**src/rtl/ddr_tmon_pkg.sv**
```systemverilog
package ddr_tmon_pkg;

  typedef enum logic [2:0] {
    CMD_NOP = 3'd0,
    CMD_ACT = 3'd1,
    CMD_RD  = 3'd2,
    CMD_WR  = 3'd3,
    CMD_PRE = 3'd4,
    CMD_REF = 3'd5,
    CMD_RDA = 3'd6,
    CMD_WRA = 3'd7
  } cmd_e;

  localparam int NRULE   = 7;
  localparam int RI_RC   = 0;
  localparam int RI_RCD  = 1;
  localparam int RI_RP   = 2;
  localparam int RI_RRD  = 3;
  localparam int RI_WR   = 4;
  localparam int RI_DAL  = 5;
  localparam int RI_WTR  = 6;

  // ceiling division of a picosecond limit by the clock period
  function automatic int ps2ck(input int ps, input int clk_ps);
    return (ps + clk_ps - 1) / clk_ps;
  endfunction

  function automatic int imax(input int a, input int b);
    return (a > b) ? a : b;
  endfunction

  // code of the lowest-index set rule bit, 0 when none
  function automatic logic [3:0] first_code(input logic [NRULE-1:0] v);
    logic [3:0] c;
    c = 4'd0;
    for (int i = NRULE - 1; i >= 0; i--) begin
      if (v[i]) c = 4'(i + 1);
    end
    return c;
  endfunction

endpackage

```
**src/rtl/ddr_tmon_cnt.sv**
```systemverilog
module ddr_tmon_cnt #(
  parameter int W     = 4,
  parameter int LIMIT = 1
) (
  input  logic clk_i,
  input  logic rst_i,
  input  logic load_i,
  output logic busy_o
);
  localparam int LV = (LIMIT > 0) ? LIMIT - 1 : 0;

  logic [W-1:0] cnt_q;

  always_ff @(posedge clk_i) begin
    if (rst_i) begin
      cnt_q <= '0;
    end else if (load_i) begin
      cnt_q <= W'(LV);
    end else if (cnt_q != '0) begin
      cnt_q <= cnt_q - 1'b1;
    end
  end

  assign busy_o = (cnt_q != '0);
endmodule

```
**src/rtl/ddr_tmon_bank.sv**
```systemverilog
module ddr_tmon_bank
  import ddr_tmon_pkg::*;
#(
  parameter int W     = 4,
  parameter int L_RC  = 1,
  parameter int L_RCD = 1,
  parameter int L_RP  = 1,
  parameter int L_WR  = 1,
  parameter int L_DAL = 1
) (
  input  logic             clk_i,
  input  logic             rst_i,
  input  cmd_e             cmd_i,
  input  logic             sel_i,
  output logic [NRULE-1:0] viol_o
);
  logic act, rdx, wrx, pre, rfr, rda, wra, any;
  logic rc_b, rcd_b, rp_b, wr_b, dal_b;

  always_comb begin
    act = sel_i && (cmd_i == CMD_ACT);
    rdx = sel_i && ((cmd_i == CMD_RD) || (cmd_i == CMD_RDA));
    wrx = sel_i && ((cmd_i == CMD_WR) || (cmd_i == CMD_WRA));
    pre = sel_i && (cmd_i == CMD_PRE);
    rda = sel_i && (cmd_i == CMD_RDA);
    wra = sel_i && (cmd_i == CMD_WRA);
    rfr = (cmd_i == CMD_REF);
    any = (sel_i && (cmd_i != CMD_NOP)) || rfr;
  end

  ddr_tmon_cnt #(.W(W), .LIMIT(L_RC)) u_rc (
    .clk_i(clk_i), .rst_i(rst_i), .load_i(act || rfr), .busy_o(rc_b));
  ddr_tmon_cnt #(.W(W), .LIMIT(L_RCD)) u_rcd (
    .clk_i(clk_i), .rst_i(rst_i), .load_i(act), .busy_o(rcd_b));
  ddr_tmon_cnt #(.W(W), .LIMIT(L_RP)) u_rp (
    .clk_i(clk_i), .rst_i(rst_i), .load_i(pre || rda), .busy_o(rp_b));
  ddr_tmon_cnt #(.W(W), .LIMIT(L_WR)) u_wr (
    .clk_i(clk_i), .rst_i(rst_i), .load_i(wrx), .busy_o(wr_b));
  ddr_tmon_cnt #(.W(W), .LIMIT(L_DAL)) u_dal (
    .clk_i(clk_i), .rst_i(rst_i), .load_i(wra), .busy_o(dal_b));

  always_comb begin
    viol_o         = '0;
    viol_o[RI_RC]  = (act || rfr) && rc_b;
    viol_o[RI_RCD] = (rdx || wrx) && rcd_b;
    viol_o[RI_RP]  = any && rp_b;
    viol_o[RI_WR]  = pre && wr_b;
    viol_o[RI_DAL] = (act || rfr) && dal_b;
  end
endmodule

```
**src/rtl/ddr_tmon_global.sv**
```systemverilog
module ddr_tmon_global
  import ddr_tmon_pkg::*;
#(
  parameter int W     = 4,
  parameter int BW    = 2,
  parameter int L_RRD = 1,
  parameter int L_WTR = 1
) (
  input  logic          clk_i,
  input  logic          rst_i,
  input  cmd_e          cmd_i,
  input  logic [BW-1:0] bank_i,
  output logic          rrd_viol_o,
  output logic          wtr_viol_o
);
  logic          act, rdx, wrx;
  logic          rrd_b, wtr_b;
  logic [BW-1:0] last_act_q;

  always_comb begin
    act = (cmd_i == CMD_ACT);
    rdx = (cmd_i == CMD_RD) || (cmd_i == CMD_RDA);
    wrx = (cmd_i == CMD_WR) || (cmd_i == CMD_WRA);
  end

  always_ff @(posedge clk_i) begin
    if (rst_i) begin
      last_act_q <= '0;
    end else if (act) begin
      last_act_q <= bank_i;
    end
  end

  ddr_tmon_cnt #(.W(W), .LIMIT(L_RRD)) u_rrd (
    .clk_i(clk_i), .rst_i(rst_i), .load_i(act), .busy_o(rrd_b));
  ddr_tmon_cnt #(.W(W), .LIMIT(L_WTR)) u_wtr (
    .clk_i(clk_i), .rst_i(rst_i), .load_i(wrx), .busy_o(wtr_b));

  assign rrd_viol_o = act && rrd_b && (bank_i != last_act_q);
  assign wtr_viol_o = rdx && wtr_b;
endmodule

```
**src/rtl/ddr_cmd_timing_mon.sv**
```systemverilog
module ddr_cmd_timing_mon
  import ddr_tmon_pkg::*;
#(
  parameter int NBANK      = 4,
  parameter int CLK_PS     = 7500,
  parameter int TRC_PS     = 65000,
  parameter int TRCD_PS    = 20000,
  parameter int TRP_PS     = 20000,
  parameter int TRRD_PS    = 15000,
  parameter int TWR_PS     = 15000,
  parameter int TWTR_CK    = 1,
  parameter int WR_DATA_CK = 2,
  localparam int BW        = $clog2(NBANK)
) (
  input  logic          clk_i,
  input  logic          rst_i,
  input  logic [2:0]    cmd_i,
  input  logic [BW-1:0] bank_i,
  output logic [6:0]    viol_o,
  output logic [3:0]    err_code_o
);
  localparam int L_RC  = ps2ck(TRC_PS, CLK_PS);
  localparam int L_RCD = ps2ck(TRCD_PS, CLK_PS);
  localparam int L_RP  = ps2ck(TRP_PS, CLK_PS);
  localparam int L_RRD = ps2ck(TRRD_PS, CLK_PS);
  localparam int L_TWR = ps2ck(TWR_PS, CLK_PS);
  localparam int L_WR  = WR_DATA_CK + L_TWR;
  localparam int L_DAL = WR_DATA_CK + L_TWR + L_RP;
  localparam int L_WTR = WR_DATA_CK + TWTR_CK;
  localparam int L_MAX = imax(imax(imax(L_RC, L_RCD), imax(L_RP, L_RRD)),
                              imax(imax(L_WR, L_DAL), L_WTR));
  localparam int CW    = $clog2(L_MAX + 1);

  cmd_e             cmd;
  logic [NRULE-1:0] bank_viol [NBANK];
  logic [NRULE-1:0] viol_d;
  logic             rrd_v, wtr_v;

  assign cmd = cmd_e'(cmd_i);

  for (genvar b = 0; b < NBANK; b++) begin : g_bank
    ddr_tmon_bank #(
      .W(CW), .L_RC(L_RC), .L_RCD(L_RCD), .L_RP(L_RP),
      .L_WR(L_WR), .L_DAL(L_DAL)
    ) u_bank (
      .clk_i (clk_i),
      .rst_i (rst_i),
      .cmd_i (cmd),
      .sel_i (bank_i == BW'(b)),
      .viol_o(bank_viol[b])
    );
  end

  ddr_tmon_global #(
    .W(CW), .BW(BW), .L_RRD(L_RRD), .L_WTR(L_WTR)
  ) u_global (
    .clk_i     (clk_i),
    .rst_i     (rst_i),
    .cmd_i     (cmd),
    .bank_i    (bank_i),
    .rrd_viol_o(rrd_v),
    .wtr_viol_o(wtr_v)
  );

  always_comb begin
    viol_d = '0;
    for (int b = 0; b < NBANK; b++) begin
      viol_d = viol_d | bank_viol[b];
    end
    viol_d[RI_RRD] = rrd_v;
    viol_d[RI_WTR] = wtr_v;
  end

  always_ff @(posedge clk_i) begin
    if (rst_i) begin
      viol_o     <= '0;
      err_code_o <= '0;
    end else begin
      viol_o <= viol_d;
      if ((err_code_o == 4'd0) && (viol_d != '0)) begin
        err_code_o <= first_code(viol_d);
      end
    end
  end
endmodule

```
**config.mk**
```make
export PLATFORM = sky130hd
export DESIGN_NAME = ddr_cmd_timing_mon
export DESIGN_NICKNAME = d
export VERILOG_FILES = /design/src/rtl/ddr_tmon_pkg.sv /design/src/rtl/ddr_tmon_cnt.sv /design/src/rtl/ddr_tmon_bank.sv /design/src/rtl/ddr_tmon_global.sv /design/src/rtl/ddr_cmd_timing_mon.sv
export SDC_FILE = /design/constraint.sdc
export NUM_CORES = 1
export LEC_CHECK = 0
export ABC_AREA = 1
export CAP_MARGIN = 20
export CORE_ASPECT_RATIO = 2
export CORE_MARGIN = 3
export CORE_UTILIZATION = 60
export CTS_BUF_LIST = sky130_fd_sc_hd__clkbuf_16
export CTS_CLUSTER_SIZE = 8
export DETAILED_ROUTE_END_ITERATION = 6
export PLACE_DENSITY = 0.82
export SLEW_MARGIN = 30
export SYNTH_ARGS = -nofsm -noshare
export SYNTH_HDL_FRONTEND = slang
export SYNTH_SLANG_ARGS = --single-unit
```
**constraint.sdc**
```tcl
create_clock -name clk_i -period 2.2 [get_ports clk_i]
set_clock_uncertainty 0.05 [all_clocks]
set_input_delay 0.44 -clock clk_i [delete_from_list [all_inputs] [get_ports clk_i]]
set_output_delay 0.44 -clock clk_i [all_outputs]
set_load 0.1 [all_outputs]
```
Yosys cells after proc, flatten, opt, wreduce, memory -nomap -nowiden:

Cells that the tools add are included.

* register bits: 101
* input port bits: 7
* output and inout port bits: 11

* add/sub/neg operators: 22
* equal/unequal tests: 11
* muxes and demuxes: 51
* bitwise gates (word level): 3
* reductions and logical operators: 140

Operators by type and width (number)
* 4-bit nonzero test: 22
* 4-bit by 1-bit subtractor with 4-bit output, second input constant: 22
* 4-bit two-way mux: 14
* 1-bit logical AND: 52
* 2-bit two-way mux: 26
* 2-bit nonzero test: 22
* 2-bit OR reduction: 22
* 3-bit two-way mux: 9
* 1-bit logical OR: 18
* 6-bit bitwise OR: 3
* 3-bit equality test, second input constant: 4
* 7-bit nonzero test: 1
* 3-bit by 2-bit equality test with 1-bit output, second input constant: 2
* 2-bit equality test, second input constant: 2
* 4-bit zero test: 1
* 3-bit by 1-bit equality test with 1-bit output, second input constant: 1
* 3-bit nonzero test: 1
* 2-bit by 1-bit equality test with 1-bit output, second input constant: 1
* 2-bit zero test: 1
* 1-bit two-way mux: 2
* 2-bit != test: 1

Longest topological paths before layout:

* depth after elaboration: 14
* mapped depth: 14

Modules after synthesis:

Synthesis repeated with hierarchy kept, for this count alone.

* cells, all modules: 808
* area total of the unflattened synthesis: 5378.9 um^2

By module, submodules not included
* ddr_tmon_cnt at g_bank[0].u_bank.u_rcd ...: instances 9, cells an instance 22, area an instance 162.7 um^2, sequential area each 80.1 um^2
* ddr_tmon_cnt at g_bank[0].u_bank.u_rc ...: instances 4, cells an instance 33, area an instance 226.5 um^2, sequential area each 80.1 um^2
* ddr_tmon_cnt at g_bank[0].u_bank.u_wr ...: instances 4, cells an instance 29, area an instance 225.2 um^2, sequential area each 80.1 um^2
* ddr_tmon_cnt at g_bank[0].u_bank.u_dal ...: instances 4, cells an instance 26, area an instance 172.7 um^2, sequential area each 80.1 um^2
* ddr_tmon_bank: instances 4, cells an instance 29, area an instance 130.1 um^2, sequential area each 0.0 um^2
* ddr_cmd_timing_mon: instances 1, cells an instance 80, area an instance 499.2 um^2, sequential area each 200.2 um^2
* ddr_tmon_cnt at u_global.u_rrd: instances 1, cells an instance 30, area an instance 239.0 um^2, sequential area each 80.1 um^2
* ddr_tmon_global: instances 1, cells an instance 32, area an instance 158.9 um^2, sequential area each 40.0 um^2

Least setup slack after synthesis:

Ideal clock, no wire load.

* kind: register to register
* start: register g_bank[0].u_bank.u_wr.cnt_q[0]
* end: register err_code_o[1]
* setup time: 0.128 ns
* arrival time: 1.483 ns
* data required time: 2.022 ns
* path slack: 0.539 ns
* cell stages (with the launch flop): 13
* clock period less this slack: 1.661 ns
* cell sequence: dfxtp_1 inv_1 ha_1 nor3b_2 nor2_1 nor2_1 nand2_1 nor2_1 nand2_1 nand2_1 nor2_1 nor2_1 nor2_1

* longest elaborated chain between the ends: 10

RTL lines
* start: declaration: line ddr_tmon_cnt.sv:12 `logic [W-1:0] cnt_q;`
* start signal: assignment: line ddr_tmon_cnt.sv:18 `cnt_q <= W'(LV);`
* start signal: assignment: line ddr_tmon_cnt.sv:20 `cnt_q <= cnt_q - 1'b1;`
* 4-bit nonzero test (*): line ddr_tmon_cnt.sv:24 `assign busy_o = (cnt_q != '0);`
* 1-bit logical AND (*): line ddr_tmon_bank.sv:47 `viol_o[RI_WR] = pre && wr_b;`
* 6-bit bitwise OR (*) (3 in a row): line ddr_cmd_timing_mon.sv:68 `viol_d = viol_d | bank_viol[b];`
* 4-bit two-way mux (5 in a row): line ddr_tmon_pkg.sv:37 `if (v[i]) c = 4'(i + 1);`
* end signal: assignment: line ddr_cmd_timing_mon.sv:81 `err_code_o <= first_code(viol_d);`
* end: declaration: line ddr_cmd_timing_mon.sv:20 `output logic [3:0] err_code_o`

Mark *: on every way between the ends. The rest lies on a longest branch, timed or not.
A chain may end at the register's enable or synchronous reset.

Worst setup path after layout:

* start: input bank_i[0]
* end: register err_code_o[1]

* longest elaborated chain between the ends: 13

RTL lines
* start: declaration: line ddr_cmd_timing_mon.sv:18 `input logic [BW-1:0] bank_i,`
* 2-bit by 1-bit equality test with 1-bit output / 2-bit zero test (equally long branches): line ddr_cmd_timing_mon.sv:49 `.sel_i (bank_i == BW'(b)),`
* 1-bit logical AND: line ddr_tmon_bank.sv:21 `act = sel_i && (cmd_i == CMD_ACT);`
* 1-bit logical OR: line ddr_tmon_bank.sv:44, ddr_tmon_bank.sv:48
* 1-bit logical AND: line ddr_tmon_bank.sv:48 `viol_o[RI_DAL] = (act || rfr) && dal_b;`
* 6-bit bitwise OR (3 in a row): line ddr_cmd_timing_mon.sv:68
* 4-bit two-way mux (6 in a row): line ddr_tmon_pkg.sv:37

Several ways; a longest one is shown, not always the timed one.

==> results.md <==
* Hold-fix buffer count after cts at 0
* Max incr delay on CP at 560 ps
* Global Route Usage Sum at 25.26%
* Final Hold Viols at 0
* Top delay family on crit path: simple AND/OR/NAND/NOR gates
* Peak VDD IR at 899.6 uV
* Clock Path Buffers at 2
* Final Power at 6471 uW
* Pwr dens at 1213 nW/um^2
* Buf/Inv on CP at 3
* Number of antenna violations at the first check in global routing at 0
* N_diodes at 0
* Max Cap Viol at 0
* Core Rows at 44
* H-tree depth at 3
* Yosys top cell area share at 43.35%
* Reg2reg end: err_code_o[1]$_SDFFE_PP0P_
* DRC viols at 0
* Min-delay src: g_bank[3].u_bank.u_rcd.cnt_q[0]$_SDFFE_PP0P_
* Met2 usage at 48.18%
* Layout cells sized above 1 at 10.03%
* Area post-placement at 5061 um^2
* Root Buffer: clkbuf_16
* Ports at 18
* Worst skew pair latency at 340 ps
* Final setup TNS at 0 ps
* First-pass GRT wire length at 17,110 um
* Synthesized area at 4618 um^2
* Die ar. at 8849 um^2
* Met1 usage at 23.68%
* Worst path arrival time at 2110 ps
* Hold crit path type: flip-flop to flip-flop
* NumNets Final at 718
* Num CTS Buffers at 9
* RePlAce Congestion at 0.8719
* CTS tree: built
* Flip-flop and latch count after synthesis at 100
* Hpwl dp at 7760 um
* Routed len/inst at 12.63 um
* Post-cts gate resize count at 0
* WHS Path Cells at 1
* Largest cells by area after synthesis: dfxtp_1 (43%), nand2_1 (11%), nor2_1 (8.7%), inv_1 (8.6%), ha_1 (4.3%)
* Tcrit/Tclk final at 87.55%
* Number of max-slew violations in the final report at 0
* Cell taking the most area after synthesis: dfxtp_1
* Final wirelength at 9974 um
* Post-CTS Setup Bufs at 0
* Die Y at 130.1 um
* Met3 Track Usage GR at 3.790%
* Distinct cell type count after synthesis at 33
* Vias in the first global route at 4,182
* Fmax achieved at 519.2 MHz
* Fraction of registers with async set/reset at 0%
* First-pass iteration count of the detailed router at 5
* Mean number of vias per cell at 5.214
* Seq/Total Area, Yosys at 43.35%
* Startpoint Class: input pin
* Crit end category: flip-flop
* Largest net degree at the start of global routing at 36
* Yosys warnings at 0
* Non-Filler Instances at 790
* Die Span X at 68.04 um
* Post-Syn Instances at 647
* Req. time, crit path at 2390 ps
* Commonest non-fill, non-tap cells in the layout: nand2_1 (139), inv_1 (108), nor2_1 (107), dfxtp_1 (100), a21oi_1 (38)
* Unrepaired setup endpoints after global routing: false
* Core area at 7377 um^2
* Min Clock Period, post-route at 1926 ps
* CTS Sinks at 100
* Reg-to-reg slack, setup at 300 ps
* CP Cell Sequence: clkdlybuf4s50_1 -> inv_1 -> nand2_2 -> inv_1 -> nand3_1 -> nor2_1 -> nor2_1 -> nand2_1 -> nor2_1 -> nand2_1 -> nand2_1 -> nor2_1 -> nor2_1 -> nor2_1
* Hold endpoint: g_bank[3].u_bank.u_rcd.cnt_q[0]$_SDFFE_PP0P_
* Final setup violation count at 0
* Number of flops mapped to enable cells by yosys at 0
* Worst r2r src: g_bank[0].u_bank.u_wr.cnt_q[0]$_SDFFE_PP0P_
* P&R area growth vs syn at 15.50%
* 1st-iter DRT viols at 239
* Crit Path Max Fanout at 5
* Reg clk slew, reported paths at 60 ps
* P_leak at 0.002543 uW
* Grt peak-use layer: met2
* Crit-path slowest cell: clkdlybuf4s50_1
* Status: finished clean
* Final core utilization at 72.30%
* GRT overflow at 0
* Most common cell after layout, fill and taps aside: nand2_1
* Via count at 4,119
* Starting Density at 62.60%
* Cells after DPL at 776
* Cell mode on critical path: nor2_1
* Worst R2R Path Depth at 12
* Final ANT Viol Nets at 0
* CP Class: input pin to flip-flop
* Ys flop type: dfxtp_1
* IO Port Bufs at 16
* Avg Inst Size Synth at 7.138 um^2
* Synth Net Count at 670
* Design area at 5334 um^2
## power by group
| part | switching (uW) | leakage [uW] | internal (uW) |
|---|---|---|---|
| clock | 625 | 0.000144 | 856 |
| sequential | 264 | 0.000817 | 2180 |
| combinational | 1570 | 0.00158 | 986 |
| total | 2450 | 0.00254 | 4020 |
## through the flow
step	worst slack, ps	hold slack, ps
floorplan	539.0	361.6
detailed placement	-66.07	375.6
global route	46.75	410.4
global placement	-36.19	369.5
CTS	288.8	391.6
finish	273.9	391.4
## flip-flops by register name, summed over array words and instances (netlist names)
register,flops
viol_o,7
err_code_o,3
g_bank.u_bank.u_rp.cnt_q,16
u_global.last_act_q,2
g_bank.u_bank.u_dal.cnt_q,16
g_bank.u_bank.u_rc.cnt_q,16
u_global.u_rrd.cnt_q,4
g_bank.u_bank.u_wr.cnt_q,16
g_bank.u_bank.u_rcd.cnt_q,16
u_global.u_wtr.cnt_q,4
## synth_stat cells, types with 3 or more instances
master and count:
a211oi_1 8, or2_2 3, nor3b_2 3, nand3_1 20
dfxtp_1 100, ha_1 16, a31oi_1 8, nand2_1 139
nor3_1 23, nor2_1 107, nor2_2 4, a21oi_1 38
o211ai_1 5, o21ai_0 18, inv_1 106, a21oi_2 4
xor2_1 4, xnor2_1 14, clkbuf_1 6, nor3b_1 5
## how the worst max path moves through the flow
stage | cells after the start | from | to
2_1_floorplan | 12 | g_bank[0].u_bank.u_wr.cnt_q[0]$_SDFFE_PP0P_ | err_code_o[1]$_SDFFE_PP0P_
6_report | 14 | bank_i[0] | err_code_o[1]$_SDFFE_PP0P_
4_1_cts | 14 | bank_i[0] | err_code_o[1]$_SDFFE_PP0P_
5_1_grt | 14 | bank_i[1] | err_code_o[1]$_SDFFE_PP0P_
3_5_place_dp | 14 | bank_i[1] | err_code_o[0]$_SDFFE_PP0P_
3_3_place_gp | 14 | bank_i[0] | err_code_o[1]$_SDFFE_PP0P_
## cell families (layout without fill, tap and decap cells)
logic type,count (synthesis),in the layout,synth area share [%]
mux,1,1,0.2168
flops,100,100,43.35
xor+xnor,18,18,3.414
fa+ha+maj,16,16,4.335
buf+inv,114,165,9.401
compound gates,86,86,10.81
other cells,1,1,0.08120
simple gates,311,311,28.39
## layer usage
metal	routed length (um)	vias to the layer above	part of all wire, %
met2	5621	79	56
met4	368	0	3.7
met1	3663	1890	37
li1	-	2120	-
met5	0	-	0
met3	320	30	3.2
## final cells by class
type	count	area (um^2)
Multi-Input combinational cell	433	2182
Fill cell	565	2043
Sequential cell	100	2002
Inverter	107	404.1
Timing Repair Buffer	44	357.8
Clock buffer	9	225.2
Tap cell	92	115.1
Clock inverter	5	47.55
Note: power is estimated with default switching activity, not from simulation.
